--- config.mk ---
export PLATFORM = sky130hd
export DESIGN_NAME = acc_core
export DESIGN_NICKNAME = d
export VERILOG_FILES = /design/src/rtl/acc_core_pkg.sv /design/src/rtl/acc_alu.sv /design/src/rtl/acc_branch.sv /design/src/rtl/acc_core.sv
export SDC_FILE = /design/constraint.sdc
export NUM_CORES = 1
export LEC_CHECK = 0
export BUFFER_PORTS_ARGS = -buffer_cell sky130_fd_sc_hd__buf_2
export CAP_MARGIN = 20
export CORE_AREA = 3 3 90 92
export CTS_CLUSTER_SIZE = 12
export DETAILED_ROUTE_END_ITERATION = 12
export DIE_AREA = 0 0 93 95
export PLACE_DENSITY_LB_ADDON = 0.05
export SYNTH_ARGS = -nofsm -noshare
export SYNTH_HDL_FRONTEND = slang
export SYNTH_SLANG_ARGS = --single-unit
--- constraint.sdc ---
create_clock -name clk -period 3.95 [get_ports clk]
set_input_delay 0.5925 -clock clk [delete_from_list [all_inputs] [get_ports clk]]
set_output_delay 0.5925 -clock clk [all_outputs]
set_load 0.02 [all_outputs]
--- src/rtl/acc_core_pkg.sv ---
package acc_core_pkg;
  localparam int OPC_W = 4;

  typedef enum logic [OPC_W-1:0] {
    OP_HLT = 4'd0,
    OP_ADD = 4'd1,
    OP_SUB = 4'd2,
    OP_STA = 4'd3,
    OP_LDA = 4'd5,
    OP_BRA = 4'd6,
    OP_BRZ = 4'd7,
    OP_BRP = 4'd8,
    OP_IO  = 4'd9
  } opcode_e;

  typedef enum logic [3:0] {
    ST_FADDR,
    ST_FWAIT,
    ST_FLATCH,
    ST_DECODE,
    ST_EXEC,
    ST_OWAIT,
    ST_OLATCH,
    ST_ALU,
    ST_WRITE,
    ST_HALT
  } state_e;

  localparam int IO_SEL_IN  = 1;
  localparam int IO_SEL_OUT = 2;
endpackage

--- src/rtl/acc_alu.sv ---
module acc_alu #(
  parameter int W = 12
) (
  input  logic [W-1:0] a,
  input  logic [W-1:0] b,
  input  logic         sub,
  output logic [W-1:0] y
);
  always_comb begin
    if (sub) y = a - b;
    else     y = a + b;
  end
endmodule

--- src/rtl/acc_branch.sv ---
module acc_branch #(
  parameter int W = 12
) (
  input  logic [acc_core_pkg::OPC_W-1:0] op,
  input  logic [W-1:0]                   acc,
  output logic                           take
);
  import acc_core_pkg::*;
  always_comb begin
    case (op)
      OP_BRA:  take = 1'b1;
      OP_BRZ:  take = (acc == '0);
      OP_BRP:  take = ~acc[W-1];
      default: take = 1'b0;
    endcase
  end
endmodule

--- src/rtl/acc_core.sv ---
module acc_core #(
  parameter int DATA_W = 12
) (
  input  logic                                   clk,
  input  logic                                   rst,
  output logic [DATA_W-acc_core_pkg::OPC_W-1:0]  mem_addr,
  output logic [DATA_W-1:0]                      mem_wdata,
  output logic                                   mem_we,
  input  logic [DATA_W-1:0]                      mem_rdata,
  input  logic                                   in_valid,
  input  logic [DATA_W-1:0]                      in_data,
  output logic                                   in_ready,
  output logic                                   out_valid,
  output logic [DATA_W-1:0]                      out_data,
  output logic                                   halted
);
  import acc_core_pkg::*;

  localparam int ADDR_W = DATA_W - OPC_W;

  state_e              state;
  logic [ADDR_W-1:0]   pc;
  logic [ADDR_W-1:0]   mar;
  logic [DATA_W-1:0]   mdr;
  logic [DATA_W-1:0]   cir;
  logic [DATA_W-1:0]   acc;

  // decode: split instruction register into fields
  logic [OPC_W-1:0]    op;
  logic [ADDR_W-1:0]   operand;
  assign op      = cir[DATA_W-1 -: OPC_W];
  assign operand = cir[ADDR_W-1:0];

  logic [DATA_W-1:0]   alu_y;
  logic                br_take;

  acc_alu #(.W(DATA_W)) u_alu (
    .a   (acc),
    .b   (mdr),
    .sub (op == OP_SUB),
    .y   (alu_y)
  );

  acc_branch #(.W(DATA_W)) u_branch (
    .op   (op),
    .acc  (acc),
    .take (br_take)
  );

  assign mem_addr  = mar;
  assign mem_wdata = mdr;

  always_ff @(posedge clk) begin
    if (rst) begin
      state     <= ST_FADDR;
      pc        <= '0;
      mar       <= '0;
      mdr       <= '0;
      cir       <= '0;
      acc       <= '0;
      mem_we    <= 1'b0;
      in_ready  <= 1'b0;
      out_valid <= 1'b0;
      out_data  <= '0;
      halted    <= 1'b0;
    end else begin
      mem_we    <= 1'b0;
      in_ready  <= 1'b0;
      out_valid <= 1'b0;
      case (state)
        ST_FADDR: begin
          mar   <= pc;
          state <= ST_FWAIT;
        end
        ST_FWAIT: begin
          pc    <= pc + 1'b1;
          state <= ST_FLATCH;
        end
        ST_FLATCH: begin
          mdr   <= mem_rdata;
          state <= ST_DECODE;
        end
        ST_DECODE: begin
          cir   <= mdr;
          state <= ST_EXEC;
        end
        ST_EXEC: begin
          state <= ST_FADDR;
          case (op)
            OP_ADD, OP_SUB, OP_LDA: begin
              mar   <= operand;
              state <= ST_OWAIT;
            end
            OP_STA: begin
              mar    <= operand;
              mdr    <= acc;
              mem_we <= 1'b1;
              state  <= ST_WRITE;
            end
            OP_BRA, OP_BRZ, OP_BRP: begin
              if (br_take) pc <= operand;
            end
            OP_IO: begin
              if (operand == ADDR_W'(IO_SEL_IN)) begin
                if (in_valid) begin
                  acc      <= in_data;
                  in_ready <= 1'b1;
                end else begin
                  state <= ST_EXEC;
                end
              end else if (operand == ADDR_W'(IO_SEL_OUT)) begin
                out_data  <= acc;
                out_valid <= 1'b1;
              end
            end
            OP_HLT: begin
              halted <= 1'b1;
              state  <= ST_HALT;
            end
            default: ;
          endcase
        end
        ST_OWAIT:  state <= ST_OLATCH;
        ST_OLATCH: begin
          mdr   <= mem_rdata;
          state <= ST_ALU;
        end
        ST_ALU: begin
          acc   <= (op == OP_LDA) ? mdr : alu_y;
          state <= ST_FADDR;
        end
        ST_WRITE: state <= ST_FADDR;
        ST_HALT:  state <= ST_HALT;
        default:  state <= ST_FADDR;
      endcase
    end
  end
endmodule

==> results of run 1 <==
-- cell usage in the layout (no fill, tap or decap), drive strengths merged, types with 3 or more instances in the layout --
cell type and count:
o211ai 3, o21ai 10, o31ai 5, a211oi 21, buf 67, nor4 9, a32o 4, xnor2 10
o41ai 3, o221ai 4, a21o 9, o311ai 4, inv 14, nor3b 4, nand4 3, nand2b 3
nand3 10, mux2i 26, and3 9, clkinv 3, o31a 3, nor2b 3, ha 13, o21a 5
clkbuf 10, nor3 20, xor2 5, nor4b 3, a31oi 5, nand2 68, a21oi 36, dfxtp 72
nor2 64, a311oi 4
-- cell type report --
class	count	area [um^2]
inverters	13	48.80
multi-input cells	402	2580
flip-flops and latches	72	1441
fillers	704	2570
repair buffers	67	347.8
well taps	99	123.9
clock buffers	10	137.6
clock inverters	6	42.54
-- path summary, 6_finish.rpt --
kind	from	to	slack, ns
setup / recovery	cir[9]	acc[10]	0.82
hold reg to reg	mem_addr[2]	mem_addr[2]	0.45
hold / removal	mem_addr[2]	mem_addr[2]	0.45
setup reg to reg	cir[9]	acc[10]	0.82
-- cells by family (layout without fill, tap and decap cells) --
group	after synthesis	in the layout	share of synthesized area
AND/OR/NAND/NOR	215	215	0.2507
AO/OA/AOI/OAI	132	132	0.2183
flip-flops	72	72	0.3370
buffers and inverters	54	96	0.05969
multiplexers	26	26	0.06085
XOR/XNOR	15	15	0.03072
adder cells (fa/ha/maj)	14	14	0.04272
-- report_power, final --
group | internal (uW) | switching (uW)
sequential | 746 | 47.0
combinational | 168 | 258
clock | 246 | 300
total | 1160 | 605
-- worst max-delay path, delay by kind of cell, from the launching register on --
kind	cells	cell delay, ns
AO/OA/AOI/OAI	4	0.94
AND/OR/NAND/NOR	3	0.90
flip-flops	1	0.51
adder cells (fa/ha/maj)	1	0.36
XOR/XNOR	1	0.16
multiplexers	1	0.15
-- registers in the layout, summed over array words and instances (netlist names) --
| name | flops |
|---|---|
| out_valid | 1 |
| out_data | 12 |
| pc | 8 |
| mem_wdata | 12 |
| state | 4 |
| cir | 12 |
| mem_addr | 8 |
| acc | 12 |
| in_ready | 1 |
| halted | 1 |
| mem_we | 1 |
-- metal layers --
layer	global-route usage	part of all wire	vias up
met1	0.3953	0.47	1892
met4	0.09158	0.015	0
met5	0	0	-
met3	0.04622	0.080	17
li1	-	-	1989
met2	0.4145	0.43	184
-- metrics by stage --
step,cell area [um^2],power (uW),util,setup slack [ns]
3_5_place_dp,4542,1223,0.6229,0.9226
2_1_floorplan,4277,1125,-,1.092
6_report,4722,1765,0.6476,0.8206
3_3_place_gp,4542,1220,0.6229,0.9644
5_1_grt,4722,1856,0.6476,0.5521
4_1_cts,4722,1766,0.6476,0.8853
==> results.yml, run 1 <==
place:
  place_inst: 653
  gp_congestion: 0.9262
  io_buffers: 62
  dp_hpwl_mm: 8.203
layout:
  nets: 606
  antenna_cells: 0
  area_delta_synth_final_pct: 10.42
  layout-drive-gt1-share: 0.1632
  fin_cells: 669
outcome:
  outcome: "complete, no violations"
floorplanning:
  core-area_um2: 7292
  fp.dieH_um: 95
  fp.dieW_um: 93
  pin_count: 63
  rows: 31
  start_util: 0.5865
  die_area_um2: 8835
synthesis:
  yosysSeqAreaShare: 0.3370
  netlist_top_cells_count: "72 x dfxtp_1, 68 x nand2_1, 64 x nor2_1"
  netlist_area_um2: 4277
  synth_top_area_frac: 0.3370
  synth_edf_count: 0
  yosysTopAreaCell: "dfxtp_1"
  syn_inst: 528
  yosysMostFrequentCell: "dfxtp_1"
  netlist-cell-type-count: 68
  synth.area.top_cells: "dfxtp_1 34%, mux2i_1 6.1%, nand2_1 6.0%"
  postSynthAreaPerCell_um2: 8.100
  yosys_warnings: 0
  syn-num-nets: 569
  synthArstFlopShare: 0
  synthFlopType: "dfxtp_1"
  ys_ff_latch: 72
route:
  dr.pass1.iters: 5
  drtAntennaViolNets: 0
  drtIter0Drc: 305
  via_count: 4082
  vias_per_cell: 6.102
  post_drt_wl_per_cell_um: 17.40
  drc: 0
  wirelength_mm: 11.64
global_routing:
  grt_pass1_vias: 3669
  grt_util_all_layers: 0.2740
  grt_max_degree: 39
  grt.overflow.total: 0
  antenna_found_initial: 0
  grt_pass1_wl_mm: 18.98
timing:
  hold_ws_ns: 0.4517
  rsz0062_at_grt: "false"
  fmax_mhz: 319.6
  slew_headroom: 0.4124
  min_period_ns: 3.129
  tns_ns: 0
  worst_slew_pin_slew_ns: 0.8719
  hold_viol: 0
  setup_viol: 0
  maxSlewViolCount: 0
  min_period_over_period: 0.7922
  finalClockSkew_ns: 0.01007
clock_network:
  root_buffer: "clkbuf_8"
  cts_buffers: 9
  cts_resized: 0
  clock-sinks: 72
  worstSkewPairLatency_ns: 0.36
  cts_htree_levels: 3
  cts_hold_buf: 0
  cts_max_path_buffers: 2
  cts.clk_slew.worst_paths_ns: 0.09
  post-cts-setup-buffers: 0
  tritoncts: "built"
setup_path:
  arrival_ns: 3.38
  slowest_delay_ns: 0.64
  cpMaxStageDelayCell: "nor3_1"
  r2r_cells: 10
  path_cells: "nand2b_1, nor3_1, nor2_1, xnor2_1, ha_1, a21oi_1, o22ai_1, o221ai_1, mux2i_1, a32o_1"
  cp.required_ns: 4.20
  start_kind: "flop"
  worstSetupEndpointType: "flop"
  critical_path.max_fanout: 11
  crit_type: "flop to flop"
flow_run:
  maxCapViolCount: 0
worst_hold_path:
  min_path_type: "flop to flop"
  min_path_cells: 2
power:
  power_density_nw_per_um2: 373.8
  power_leakage_uw: 0.001774
  irDropWorstVdd_uv: 212.9
Power figures use the tool's default switching activity.
==> run 2: changes to the inputs <==
--- a/config.mk
+++ b/config.mk
@@ -7,10 +7,10 @@
 export LEC_CHECK = 0
 export BUFFER_PORTS_ARGS = -buffer_cell sky130_fd_sc_hd__buf_2
 export CAP_MARGIN = 20
-export CORE_AREA = 3 3 90 92
+export CORE_AREA = 3 3 95 97
 export CTS_CLUSTER_SIZE = 12
 export DETAILED_ROUTE_END_ITERATION = 12
-export DIE_AREA = 0 0 93 95
+export DIE_AREA = 0 0 98 100
 export PLACE_DENSITY_LB_ADDON = 0.05
 export SYNTH_ARGS = -nofsm -noshare
 export SYNTH_HDL_FRONTEND = slang
==> constraint.sdc (replaced) <==
create_clock -name clk -period 2.8 [get_ports clk]
set_input_delay 0.42 -clock clk [delete_from_list [all_inputs] [get_ports clk]]
set_output_delay 0.42 -clock clk [all_outputs]
set_load 0.02 [all_outputs]
==> run 2 against run 1 <==
Flip-flop and latch count unchanged. Total power grew 61%. Final area increased by 6.7%. First-iteration DRC count is 3.6% lower. Sequential power grew 39%. Register-to-register slack got worse by 0.69 ns. Non-clock buffer count rose by 27.
==> results.yml, run 2 (synthesis results as in run 1) <==
place:
  dp_hpwl_mm: 9.029
  gp_congestion: 0.8962
  place_inst: 686
  io_buffers: 62
floorplanning:
  pin_count: 63
  start_util: 0.5205
  die_area_um2: 9800
  fp.dieH_um: 100
  fp.dieW_um: 98
  rows: 33
  core-area_um2: 8217
clock_network:
  cts.clk_slew.worst_paths_ns: 0.09
  tritoncts: "built"
  cts_buffers: 9
  cts_hold_buf: 0
  clock-sinks: 72
  root_buffer: "clkbuf_8"
  cts_max_path_buffers: 2
  post-cts-setup-buffers: 0
  worstSkewPairLatency_ns: 0.35
  cts_htree_levels: 3
power:
  combPwrFrac: 0.244
  power_leakage_uw: 0.001955
  power.internal_uw: 1942
  power_density_nw_per_um2: 564.2
  power.total_uw: 2842
  seqPwrFrac: 0.387
  p_sw_uw: 899.8
  netSwitchingFraction: 0.3167
  irDropWorstVdd_uv: 316.5
  clkPwrFrac: 0.369
setup_path:
  cpMostUsedCell: "nand3_1"
  startpoint: "mem_wdata[2]"
  worstSetupEndpointType: "flop"
  critical_path.max_fanout: 8
  r2r_cells: 9
  reg2reg_to: "acc[10]"
  crit_type: "flop to flop"
  cpMaxStageDelayCell: "or4_1"
  cp.required_ns: 3.05
  worstSetupEndpoint: "acc[10]"
  path_cells: "or4_1, o31ai_2, xor2_1, ha_2, nand3_1, nand3_1, o221ai_1, mux2i_1, a32o_1"
  arrival_ns: 2.92
  slowest_delay_ns: 0.58
  start_kind: "flop"
  ff2ff_setup_slack_ns: 0.13
  timing.rr.start: "mem_wdata[2]"
layout:
  layout_commonest_cell: "dfxtp_1"
  antenna_cells: 0
  nets: 633
  final_util: 0.6129
  final_cell_mix: "72 x dfxtp_1, 68 x nand2_1, 64 x nor2_1, 62 x buf_2, 34 x a21oi_1"
  layout-drive-gt1-share: 0.2127
  final.fill_count: 758
  area_delta_synth_final_pct: 17.76
  fin_cells: 702
global_routing:
  grt_util_all_layers: 0.2518
  grt.overflow.total: 0
  grt_max_degree: 34
  grt_pass1_wl_mm: 19.95
  grt_pass1_vias: 3846
  antenna_found_initial: 0
timing:
  worst_slew_pin_slew_ns: 0.7738
  hold_ws_ns: 0.3474
  setup_viol: 0
  slew_headroom: 0.4829
  tns_ns: 0
  finalClockSkew_ns: 0.01131
  min_period_ns: 2.673
  hold_viol: 0
  rsz0062_at_grt: "false"
  fmax_mhz: 374.1
  maxSlewViolCount: 0
  min_period_over_period: 0.9547
route:
  vias_per_cell: 6.013
  drtAntennaViolNets: 0
  wirelength_mm: 12.28
  dr.pass1.iters: 5
  drc: 0
  drtIter0Drc: 294
  via_count: 4221
  post_drt_wl_per_cell_um: 17.49
flow_run:
  maxCapViolCount: 0
outcome:
  outcome: "complete, no violations"
worst_hold_path:
  min_path_type: "input pin to flop"
run 2: routing by layer:
| metal | wire (um) | global-route usage |
|---|---|---|
| met1 | 5920 | 0.3604 |
| met2 | 5282 | 0.3937 |
| met4 | 129 | 0.07135 |
| met5 | 0 | 0 |
| met3 | 947 | 0.04031 |
run 2: final cells by class:
type	count	area (um^2)	share of cell area
multi-input cells	402	2615	0.5193
flip-flops and latches	72	1441	0.2862
repair buffers	94	550.5	0.1093
well taps	105	131.4	0.02609
clock inverters	7	125.1	0.02484
clock buffers	9	123.9	0.02460
inverters	13	48.80	0.009689
run 2: what timing repair did:
item / in CTS / in global routing
resized for setup: 3 / 5
endpoints found under the setup margin: 3 / 7
endpoints found under the hold margin: 0 / 0
run 2: how the worst min path moves through the flow:
stage | from | to | slack, ns | cells past startpoint
floorplan | cir[7] | cir[7] | 0.45 | 2
global placement | mem_addr[1] | mem_addr[1] | 0.44 | 2
detailed placement | mem_addr[3] | mem_addr[3] | 0.44 | 2
CTS | mem_rdata[9] | mem_wdata[9] | 0.34 | 3
global route | mem_rdata[11] | mem_wdata[11] | 0.34 | 3
finish | mem_rdata[9] | mem_wdata[9] | 0.35 | 3
run 2: worst max-delay path: cells and delay by family, from the launching register on:
kind | cells | cell delay, ns
xor+xnor | 1 | 0.21
simple gates | 3 | 0.79
flops | 1 | 0.36
mux | 1 | 0.11
fa+ha+maj | 1 | 0.36
compound gates | 3 | 0.74
run 2: per-stage QoR:
stage	instance area [um^2]	worst slack, ns
finish	5036	0.1269
global route	5036	0.01058
CTS	5017	0.008784
detailed placement	4752	-0.03561
global placement	4752	0.06240
floorplan	4279	0.01565
run 2: power by group through the flow:
stage          Combinational, uW  Clock [uW]  Sequential [uW]
5_1_grt                      763        1100             1100
6_report                     693        1050             1100
3_5_place_dp                 654           0             1120
4_1_cts                      676        1060             1100
3_3_place_gp                 649           0             1120
2_1_floorplan                465           0             1120
==> run 3: changes to the inputs <==
--- a/config.mk
+++ b/config.mk
@@ -5,6 +5,7 @@
 export SDC_FILE = /design/constraint.sdc
 export NUM_CORES = 1
 export LEC_CHECK = 0
+export ABC_AREA = 1
 export BUFFER_PORTS_ARGS = -buffer_cell sky130_fd_sc_hd__buf_2
 export CAP_MARGIN = 20
 export CORE_AREA = 3 3 95 97
==> run 3 against run 2 <==
Sequential power rose by 6%. Flip-flop and latch count unchanged. Critical endpoint is now acc[6]. Sequential share of layout area up 0.77 points. Non-clock buffer count down 20.
==> results.yml, run 3 <==
synthesis:
  netlist-cell-type-count: 35
  yosysTopAreaCell: "dfxtp_1"
  yosysMostFrequentCell: "nand2_1"
  postSynthAreaPerCell_um2: 6.739
  syn_inst: 629
  yosysSeqAreaShare: 0.3400
  netlist_top_cells_count: "129 x nand2_1, 72 x dfxtp_1, 68 x inv_1"
  yosys_warnings: 0
  synth_top_area_frac: 0.3400
  syn-num-nets: 670
  synth_edf_count: 0
  ys_ff_latch: 72
  netlist_area_um2: 4239
  synthArstFlopShare: 0
  synthFlopType: "dfxtp_1"
  synth.area.top_cells: "dfxtp_1 34%, nand2_1 11%, o21ai_0 7.1%"
layout:
  final_cell_area_um2: 4913
  antenna_cells: 0
  nets: 733
  area_delta_synth_final_pct: 15.91
  layout-drive-gt1-share: 0.1836
  layout_commonest_cell: "nand2_1"
  final_cell_mix: "129 x nand2_1, 70 x dfxtp_1, 66 x inv_1, 64 x nor2_1, 62 x buf_2"
setup_path:
  arrival_ns: 2.77
  cpMaxStageDelayCell: "fa_1"
  cpMostUsedCell: "a21oi_1"
  crit_type: "flop to flop"
  r2r_cells: 11
  slowest_delay_ns: 0.53
  cp.required_ns: 3.03
  worstSetupEndpointType: "flop"
  path_cells: "nor2_2, nand2_2, inv_1, o21ai_0, fa_1, nand3_1, nand2_1, a21oi_1, xnor2_1, o21bai_1, a21oi_1"
  critical_path.max_fanout: 10
  start_kind: "flop"
floorplanning:
  rows: 33
  die_area_um2: 9800
  start_util: 0.5159
  fp.dieH_um: 100
  pin_count: 63
  fp.dieW_um: 98
  core-area_um2: 8217
flow_run:
  maxCapViolCount: 0
route:
  vias_per_cell: 5.478
  post_drt_wl_per_cell_um: 15.29
  drtAntennaViolNets: 0
  drc: 0
  drtIter0Drc: 283
  wirelength_mm: 12.26
  via_count: 4393
  dr.pass1.iters: 5
timing:
  tns_ns: 0
  maxSlewViolCount: 0
  setup_viol: 0
  slew_headroom: 0.4765
  worst_slew_pin_slew_ns: 0.7827
  finalClockSkew_ns: 0.01112
  min_period_over_period: 0.9052
  hold_viol: 0
  rsz0062_at_grt: "false"
  min_period_ns: 2.534
  fmax_mhz: 394.6
outcome:
  outcome: "complete, no violations"
power:
  irDropWorstVdd_uv: 398.7
  seqPwrFrac: 0.380
  power_density_nw_per_um2: 626.2
  netSwitchingFraction: 0.3579
  combPwrFrac: 0.318
  clkPwrFrac: 0.303
  p_sw_uw: 1101
  power_leakage_uw: 0.002383
  power.internal_uw: 1976
clock_network:
  clock-sinks: 72
  cts_htree_levels: 3
  cts_resized: 0
  cts_max_path_buffers: 2
  post-cts-setup-buffers: 0
  tritoncts: "built"
  cts_buffers: 9
  cts.clk_slew.worst_paths_ns: 0.08
  root_buffer: "clkbuf_8"
  worstSkewPairLatency_ns: 0.35
  cts_hold_buf: 0
global_routing:
  grt_pass1_vias: 4101
  grt_pass1_wl_mm: 20.50
  grt.overflow.total: 0
  grt_util_all_layers: 0.2604
  antenna_found_initial: 0
  grt_max_degree: 60
place:
  place_area_um2: 4644
  gp_congestion: 0.9532
  io_buffers: 62
  dp_hpwl_mm: 9.203
worst_hold_path:
  min_path_type: "input pin to flop"
  min_path_cells: 3
## run 3: cell count changes in the layout (fill, tap and decap cells not counted), moves of 22 or more
cell / change
a21oi_1: +24
inv_1: +53
mux2i_1: -26
nand2_1: +61
nand3_1: +22
o21ai_0: +49
## run 3: final timing paths
path | slack [ns] | end | from
max | 0.27 | acc[6] | cir[10]
min | 0.36 | mem_wdata[10] | mem_rdata[10]
max reg2reg | 0.27 | acc[6] | cir[10]
min reg2reg | 0.47 | halted | halted
## run 3: metal layers
layer	vias to the layer above	GRT usage	wire length (um)
met3	18	0.06602	970
li1	2216	-	-
met4	0	0.06070	150
met1	2012	0.3643	5784
met5	-	0	0
met2	147	0.4058	5353
## run 3: power by group through the flow
stage | combinational, uW | sequential, uW | clock [uW]
finish | 977 | 1170 | 932
global route | 1130 | 1180 | 990
CTS | 942 | 1160 | 943
detailed placement | 936 | 1190 | 0
global placement | 924 | 1190 | 0
floorplan | 676 | 1220 | 0
## run 3: through the flow
step	utilization	hold WS, ns	total power (uW)	instances	setup WS (ns)
6_report	0.5980	0.3562	3077	802	0.2656
5_1_grt	0.5980	0.3556	3295	802	0.01430
4_1_cts	0.5922	0.3442	3048	802	0.09337
3_5_place_dp	0.5653	0.4558	2121	786	0.1226
3_3_place_gp	0.5653	0.4533	2109	786	0.1971
2_1_floorplan	-	0.4449	1893	629	0.3144
## run 3: worst max-delay path: cells and delay by family (launching register included)
family                     cells  cell delay (ns)
AOI/OAI and AO/OA              4             0.62
xor gates and xnor gates       1             0.08
adders and majority gates      1             0.53
buffers and inverters          1             0.19
DFF                            1             0.36
and+or+nand+nor                4             0.64
## run 3: cell type report
class | count | area, um^2
clock inverters | 5 | 80.08
repair buffers | 74 | 400.4
multi-input cells | 460 | 2432
inverters | 75 | 284.0
well taps | 105 | 131.4
flip-flops and latches | 72 | 1444
fillers | 807 | 3303
clock buffers | 11 | 141.4
## run 3: logic make-up (layout without fill, tap and decap cells)
logic type	Yosys count	in the layout	synth area share
AOI/OAI and AO/OA	173	173	0.2237
adders and majority gates	14	14	0.04309
xor gates and xnor gates	16	16	0.03306
and+or+nand+nor	257	257	0.2633
DFF	72	72	0.3400
buffers and inverters	97	165	0.09681
